File: src/rtl/fault_irq_pkg.sv
package fault_irq_pkg;
  typedef enum logic [1:0] {
    SEL_STATUS = 2'd0,
    SEL_CTRL   = 2'd1,
    SEL_DATA   = 2'd2,
    SEL_ADDR   = 2'd3
  } reg_sel_e;

  localparam int REG_W    = 32;
  localparam int MASK_POS = 31;
  localparam int PEND_POS = 30;
  localparam int ST_PPF   = 0;
  localparam int ST_IQE   = 1;
  localparam int ST_ICT   = 2;

  typedef struct packed {
    logic ict;
    logic iqe;
    logic ppf;
  } flt_status_t;
endpackage

File: src/rtl/flt_status_unit.sv
module flt_status_unit
  import fault_irq_pkg::*;
#(
  parameter int NUM_SLOTS = 8
) (
  input  logic                 clk,
  input  logic                 rst_n,
  input  logic [NUM_SLOTS-1:0] flt_bits,
  input  logic                 rec_stb,
  input  logic                 iqe_evt,
  input  logic                 ict_evt,
  input  logic                 clr_iqe,
  input  logic                 clr_ict,
  output flt_status_t          status_q,
  output logic                 all_clear_nxt,
  output logic                 new_cond
);
  flt_status_t status_d;
  logic        any_slot;
  logic        any_set_q;

  assign any_slot  = |flt_bits;
  assign any_set_q = status_q.ppf | status_q.iqe | status_q.ict;

  always_comb begin
    status_d.ppf = rec_stb | (status_q.ppf & any_slot);
    status_d.iqe = iqe_evt | (status_q.iqe & ~clr_iqe);
    status_d.ict = ict_evt | (status_q.ict & ~clr_ict);
  end

  assign all_clear_nxt = ~(status_d.ppf | status_d.iqe | status_d.ict);
  assign new_cond      = ~any_set_q & (rec_stb | iqe_evt | ict_evt);

  always_ff @(posedge clk or negedge rst_n) begin
    if (!rst_n) status_q <= '0;
    else        status_q <= status_d;
  end
endmodule

File: src/rtl/flt_cfg_regs.sv
module flt_cfg_regs
  import fault_irq_pkg::*;
#(
  parameter int DATA_W  = 16,
  parameter int MADDR_W = 32
) (
  input  logic               clk,
  input  logic               rst_n,
  input  logic               reg_wr,
  input  logic [1:0]         reg_sel,
  input  logic [REG_W-1:0]   reg_wdata,
  input  flt_status_t        status_q,
  input  logic               pending_q,
  output logic               mask_q,
  output logic [DATA_W-1:0]  data_q,
  output logic [MADDR_W-1:0] addr_q,
  output logic               clr_iqe,
  output logic               clr_ict,
  output logic [REG_W-1:0]   reg_rdata
);
  localparam int STW = $bits(flt_status_t);
  reg_sel_e sel;
  logic     wr_status, wr_ctrl, wr_data, wr_addr;

  assign sel       = reg_sel_e'(reg_sel);
  assign wr_status = reg_wr && (sel == SEL_STATUS);
  assign wr_ctrl   = reg_wr && (sel == SEL_CTRL);
  assign wr_data   = reg_wr && (sel == SEL_DATA);
  assign wr_addr   = reg_wr && (sel == SEL_ADDR);
  assign clr_iqe   = wr_status & reg_wdata[ST_IQE];
  assign clr_ict   = wr_status & reg_wdata[ST_ICT];

  always_ff @(posedge clk or negedge rst_n) begin
    if (!rst_n) begin
      mask_q <= 1'b1;
      data_q <= '0;
      addr_q <= '0;
    end else begin
      if (wr_ctrl) mask_q <= reg_wdata[MASK_POS];
      if (wr_data) data_q <= reg_wdata[DATA_W-1:0];
      if (wr_addr) addr_q <= reg_wdata[MADDR_W-1:0];
    end
  end

  always_comb begin
    reg_rdata = '0;
    unique case (sel)
      SEL_STATUS: reg_rdata[STW-1:0]      = status_q;
      SEL_CTRL: begin
        reg_rdata[MASK_POS] = mask_q;
        reg_rdata[PEND_POS] = pending_q;
      end
      SEL_DATA:   reg_rdata[DATA_W-1:0]  = data_q;
      SEL_ADDR:   reg_rdata[MADDR_W-1:0] = addr_q;
      default:    reg_rdata = '0;
    endcase
  end
endmodule

File: src/rtl/flt_pend_ctrl.sv
module flt_pend_ctrl (
  input  logic clk,
  input  logic rst_n,
  input  logic new_cond,
  input  logic all_clear_nxt,
  input  logic mask_q,
  input  logic in_flight,
  input  logic accept,
  output logic pending_q,
  output logic launch
);
  logic rearm_q;
  logic drop;

  assign drop   = pending_q & ~in_flight & all_clear_nxt & ~new_cond;
  assign launch = pending_q & ~mask_q & ~in_flight & ~drop;

  always_ff @(posedge clk or negedge rst_n) begin
    if (!rst_n) begin
      pending_q <= 1'b0;
      rearm_q   <= 1'b0;
    end else if (accept) begin
      pending_q <= new_cond | (rearm_q & ~all_clear_nxt);
      rearm_q   <= 1'b0;
    end else if (in_flight) begin
      rearm_q   <= new_cond | (rearm_q & ~all_clear_nxt);
    end else if (new_cond) begin
      pending_q <= 1'b1;
    end else if (drop) begin
      pending_q <= 1'b0;
    end
  end
endmodule

File: src/rtl/flt_msg_launch.sv
module flt_msg_launch #(
  parameter int DATA_W  = 16,
  parameter int MADDR_W = 32
) (
  input  logic               clk,
  input  logic               rst_n,
  input  logic               launch,
  input  logic [DATA_W-1:0]  data_q,
  input  logic [MADDR_W-1:0] addr_q,
  input  logic               msg_ready,
  output logic               msg_valid,
  output logic [MADDR_W-1:0] msg_addr,
  output logic [DATA_W-1:0]  msg_data,
  output logic               accept
);
  assign accept = msg_valid & msg_ready;

  always_ff @(posedge clk or negedge rst_n) begin
    if (!rst_n) begin
      msg_valid <= 1'b0;
      msg_addr  <= '0;
      msg_data  <= '0;
    end else if (launch) begin
      msg_valid <= 1'b1;
      msg_addr  <= addr_q;
      msg_data  <= data_q;
    end else if (accept) begin
      msg_valid <= 1'b0;
    end
  end
endmodule

File: src/rtl/fault_irq_ctrl.sv
module fault_irq_ctrl
  import fault_irq_pkg::*;
#(
  parameter int NUM_SLOTS = 8,
  parameter int DATA_W    = 16,
  parameter int MADDR_W   = 32
) (
  input  logic                 clk,
  input  logic                 rst_n,
  input  logic [NUM_SLOTS-1:0] flt_bits,
  input  logic                 flt_rec_stb,
  input  logic                 iq_err_evt,
  input  logic                 inv_tmo_evt,
  input  logic                 reg_wr,
  input  logic [1:0]           reg_sel,
  input  logic [31:0]          reg_wdata,
  output logic [31:0]          reg_rdata,
  output logic                 msg_valid,
  input  logic                 msg_ready,
  output logic [MADDR_W-1:0]   msg_addr,
  output logic [DATA_W-1:0]    msg_data
);
  flt_status_t        status_q;
  logic [2:0]         status_bits;
  logic               all_clear_nxt, new_cond;
  logic               clr_iqe, clr_ict;
  logic               mask_q, pending_q, launch, accept;
  logic [DATA_W-1:0]  data_q;
  logic [MADDR_W-1:0] addr_q;

  assign status_bits = status_q;

  flt_status_unit #(.NUM_SLOTS(NUM_SLOTS)) u_status (
    .clk(clk), .rst_n(rst_n), .flt_bits(flt_bits), .rec_stb(flt_rec_stb),
    .iqe_evt(iq_err_evt), .ict_evt(inv_tmo_evt), .clr_iqe(clr_iqe),
    .clr_ict(clr_ict), .status_q(status_q), .all_clear_nxt(all_clear_nxt),
    .new_cond(new_cond)
  );

  flt_cfg_regs #(.DATA_W(DATA_W), .MADDR_W(MADDR_W)) u_regs (
    .clk(clk), .rst_n(rst_n), .reg_wr(reg_wr), .reg_sel(reg_sel),
    .reg_wdata(reg_wdata), .status_q(status_q), .pending_q(pending_q),
    .mask_q(mask_q), .data_q(data_q), .addr_q(addr_q), .clr_iqe(clr_iqe),
    .clr_ict(clr_ict), .reg_rdata(reg_rdata)
  );

  flt_pend_ctrl u_pend (
    .clk(clk), .rst_n(rst_n), .new_cond(new_cond),
    .all_clear_nxt(all_clear_nxt), .mask_q(mask_q), .in_flight(msg_valid),
    .accept(accept), .pending_q(pending_q), .launch(launch)
  );

  flt_msg_launch #(.DATA_W(DATA_W), .MADDR_W(MADDR_W)) u_launch (
    .clk(clk), .rst_n(rst_n), .launch(launch), .data_q(data_q),
    .addr_q(addr_q), .msg_ready(msg_ready), .msg_valid(msg_valid),
    .msg_addr(msg_addr), .msg_data(msg_data), .accept(accept)
  );
endmodule

File: config.mk
export PLATFORM = sky130hd
export DESIGN_NAME = fault_irq_ctrl
export DESIGN_NICKNAME = d
export VERILOG_FILES = /design/src/rtl/fault_irq_pkg.sv /design/src/rtl/flt_status_unit.sv /design/src/rtl/flt_cfg_regs.sv /design/src/rtl/flt_pend_ctrl.sv /design/src/rtl/flt_msg_launch.sv /design/src/rtl/fault_irq_ctrl.sv
export SDC_FILE = /design/constraint.sdc
export NUM_CORES = 1
export LEC_CHECK = 0
export BUFFER_PORTS_ARGS = -buffer_cell sky130_fd_sc_hd__clkbuf_2
export CORE_UTILIZATION = 58
export DETAILED_ROUTE_END_ITERATION = 6
export PLACE_DENSITY = 0.85
export SETUP_SLACK_MARGIN = 0.4
export SYNTH_ARGS = -nofsm -noshare
export SYNTH_HDL_FRONTEND = slang
export SYNTH_SLANG_ARGS = --single-unit
File: constraint.sdc
create_clock -name clk -period 3.3 [get_ports clk]
set_input_delay 0.495 -clock clk [delete_from_list [all_inputs] [get_ports clk]]
set_output_delay 0.495 -clock clk [all_outputs]
set_load 0.01 [all_outputs]
==> impl_metrics.env <==
export IMPL_syn2layout_area_growth_pct=16.1
export IMPL_std_cell_rows=35
export IMPL_peakVddDrop_mv=0.392
export IMPL_die_area_sq_mm=0.00992
export IMPL_htreeDepth=3
export IMPL_min_path_type="in -> async"
export IMPL_worst_setup_path_start_kind="input port"
export IMPL_powerDensity_mw_per_mm2=675
export IMPL_netlist_instances=581
export IMPL_stdcell_area_sq_mm=0.00642
export IMPL_ant_nets=0
export IMPL_seq_area_frac_synth=0.467
export IMPL_layout_drive_gt1_share=0.317
export IMPL_crit_path_max_fanout=23
export IMPL_power_frac_seq=0.448
export IMPL_clkSinkCount=103
export IMPL_ys_flop_type="dfrtp_1"
export IMPL_start_util=0.598
export IMPL_path_class="in -> out"
export IMPL_hold_viol_final=0
export IMPL_rsz0062_at_grt="no"
export IMPL_syn_nets=630
export IMPL_port_buffers=129
export IMPL_track_usage=0.307
export IMPL_synthArstFlopShare=1.00
export IMPL_p_leak_nw=2.92
export IMPL_synth_cell_types=31
export IMPL_reg2reg_slack_ns=1.27
export IMPL_utilization=0.695
export IMPL_cts_made_buffers=9
export IMPL_tns_ns=0
export IMPL_hpwlAfterDp_mm=9.47
export IMPL_ctsResizeCount=0
export IMPL_drc_errors=0
export IMPL_grt_ovfl_total=0
export IMPL_swShare=0.387
export IMPL_met1_usage=0.423
export IMPL_worst_r2r_startpoint="u_launch.msg_valid"
export IMPL_wire_per_inst_um=18.2
export IMPL_ys_warn_count=0
export IMPL_drt_pass1_iterations=5
export IMPL_grt_max_degree=97
export IMPL_place_ws_ns=0.931
export IMPL_place_gp_congestion=0.823
export IMPL_period_needed_ns=2.23
export IMPL_antenna_found_initial=0
export IMPL_drt_iter0_drc=321
export IMPL_power_total_mw=4.34
export IMPL_startpoint="reg_sel[1]"
export IMPL_ys_seq_elements=103
export IMPL_slew_headroom=0.309
export IMPL_finalMaxSlewViolations=0
export IMPL_diodes=0
export IMPL_clock_skew_ns=0.0124
export IMPL_place_area_sq_mm=0.00625
export IMPL_cts_root_buf="clkbuf_8"
export IMPL_setup_viol_count_final=0
export IMPL_status="complete, no violations"
export IMPL_intPower_mw=2.66
export IMPL_fin_ws_ns=1.07
export IMPL_combPwrFrac=0.389
export IMPL_p_switching_mw=1.68
export IMPL_synth_edf_count=0
export IMPL_rr_endpoint="u_launch.msg_data[13]"
export IMPL_use_met2=0.493
export IMPL_avgSynthCellArea_sq_um=9.51
export IMPL_worst_slew_pin_slew_ns=1.04
export IMPL_drt_total_wl_mm=14.7
export IMPL_clk_path_buf_depth=2
export IMPL_path_clk_slew_ns=0.10
export IMPL_pin_count=130
export IMPL_p_clk_frac=0.163
export IMPL_period_share=0.675
export IMPL_nets=722
export IMPL_cp_endpoint="reg_rdata[1]"
export IMPL_arrival_ns=1.73
export IMPL_cts_hold_buffers_added=0
export IMPL_top_usage_layer="met2"
export IMPL_netlist_area_sq_mm=0.00553
export IMPL_postCtsSetupBuffers=0
export IMPL_die_w_um=99.6
export IMPL_core_area_sq_mm=0.00924
export IMPL_critPathRequiredTime_ns=2.80
export IMPL_met3_usage=0.0527
export IMPL_vias=4960
export IMPL_fill_cells=705
export IMPL_r2r_cells=5
export IMPL_clock_latency_ns=0.37
export IMPL_die_h_um=99.6
export IMPL_maxCapViolCount=0
export IMPL_drt_vias_per_instance=6.15
export IMPL_endpoint_kind="output pin"
export IMPL_grt_pass1_vias=4746
export IMPL_cts_tree="built"
export IMPL_fmax_ghz=0.449
export IMPL_grt_pass1_wl_mm=23.9
==> worst min path at each step <==
stage | from | to | slack, ns | cells past startpoint
6_report | rst_n | u_launch.msg_addr[27] | 0.17 | 1
5_1_grt | rst_n | u_launch.msg_addr[30] | 0.22 | 1
4_1_cts | rst_n | u_launch.msg_addr[30] | 0.19 | 1
3_5_place_dp | u_pend.rearm_q | u_pend.rearm_q | 0.52 | 2
3_3_place_gp | u_pend.rearm_q | u_pend.rearm_q | 0.50 | 2
2_1_floorplan | rst_n | u_launch.msg_addr[0] | 0.20 | 0
==> power groups by stage <==
stage	Clock (mW)	Sequential [mW]	Combinational (mW)
floorplan	0	2.00	0.997
detailed placement	0	1.96	1.68
global route	0.757	1.98	1.89
CTS	0.714	1.94	1.69
global placement	0	1.94	1.60
finish	0.705	1.94	1.69
==> placed cells by master (no fill, tap or decap), types with 2 or more instances in the layout <==
cell          n
o21ai_0      24
clkbuf_2    128
a41oi_1      48
buf_12        2
nor2b_1      15
nand2_1      48
mux2_2       50
and3_1       14
dfrtp_1     102
buf_4        11
clkbuf_8      9
clkinvlp_4    3
o21ai_1      29
or4_1         2
nand4bb_1     2
nand2b_1      4
clkinv_2      3
nor2_1       48
a21oi_4       2
nand3b_1      2
inv_1        51
mux2i_1      18
nand3_1       4
a211oi_1     48
==> synth_stat cells (2+ instances only) <==
cell type | count | share of area
dfrtp_1 | 102 | 0.46
inv_1 | 51 | 0.035
mux2_2 | 50 | 0.10
a211oi_1 | 48 | 0.065
a41oi_1 | 48 | 0.076
nand2_1 | 48 | 0.033
nor2_1 | 48 | 0.033
clkbuf_1 | 40 | 0.027
o21ai_1 | 29 | 0.026
o21ai_0 | 24 | 0.022
mux2i_1 | 18 | 0.033
nor2b_1 | 15 | 0.017
and3_1 | 14 | 0.016
buf_2 | 13 | 0.012
buf_1 | 6 | 0.0041
nand3_1 | 5 | 0.0045
nand2b_1 | 4 | 0.0045
a21oi_1 | 2 | 0.0018
nand3b_1 | 2 | 0.0027
nand4bb_1 | 2 | 0.0041
or4_1 | 2 | 0.0027
==> kinds of logic after synthesis <==
| group | share of synthesized area |
|---|---|
| flops | 0.467 |
| simple gates | 0.123 |
| mux | 0.134 |
| buf+inv | 0.0790 |
| compound gates | 0.197 |
==> registers in the layout, indices dropped and copies added, names as in the netlist <==
name,cells
u_launch.msg_addr,32
u_launch.msg_data,16
u_launch.msg_valid,1
u_pend.pending_q,1
u_pend.rearm_q,1
u_regs.addr_q,32
u_regs.data_q,16
u_regs.mask_q,1
u_status.status_q,3
==> critical path, stage by stage <==
cell and delay, ns:
clkbuf_2 0.35, buf_4 0.33, mux2i_1 0.10, o21ai_0 0.26, clkbuf_2 0.19
==> layer usage <==
metal,vias to the layer above,part of all wire
li1,2249,-
met1,2452,0.43
met2,233,0.49
met3,26,0.065
met4,0,0.020
met5,-,0
==> metrics by stage <==
stage,hold WS (ns),instances
final,0.175,807
after global routing,0.218,807
after CTS,0.187,807
after detailed placement,0.518,791
after global placement,0.501,791
after floorplan,0.199,581
==> area by class of cell <==
cell class                      instances  area (sq um)  area share
Clock buffer                           10           128      0.0199
Clock inverter                          6          37.5     0.00585
Inverter                               51           191      0.0298
Multi-Input combinational cell        367          2560       0.399
Sequential cell                       103          2580       0.402
Tap cell                              129           161      0.0251
Timing Repair Buffer                  141           763       0.119
Note: power is estimated with default switching activity, not from simulation.
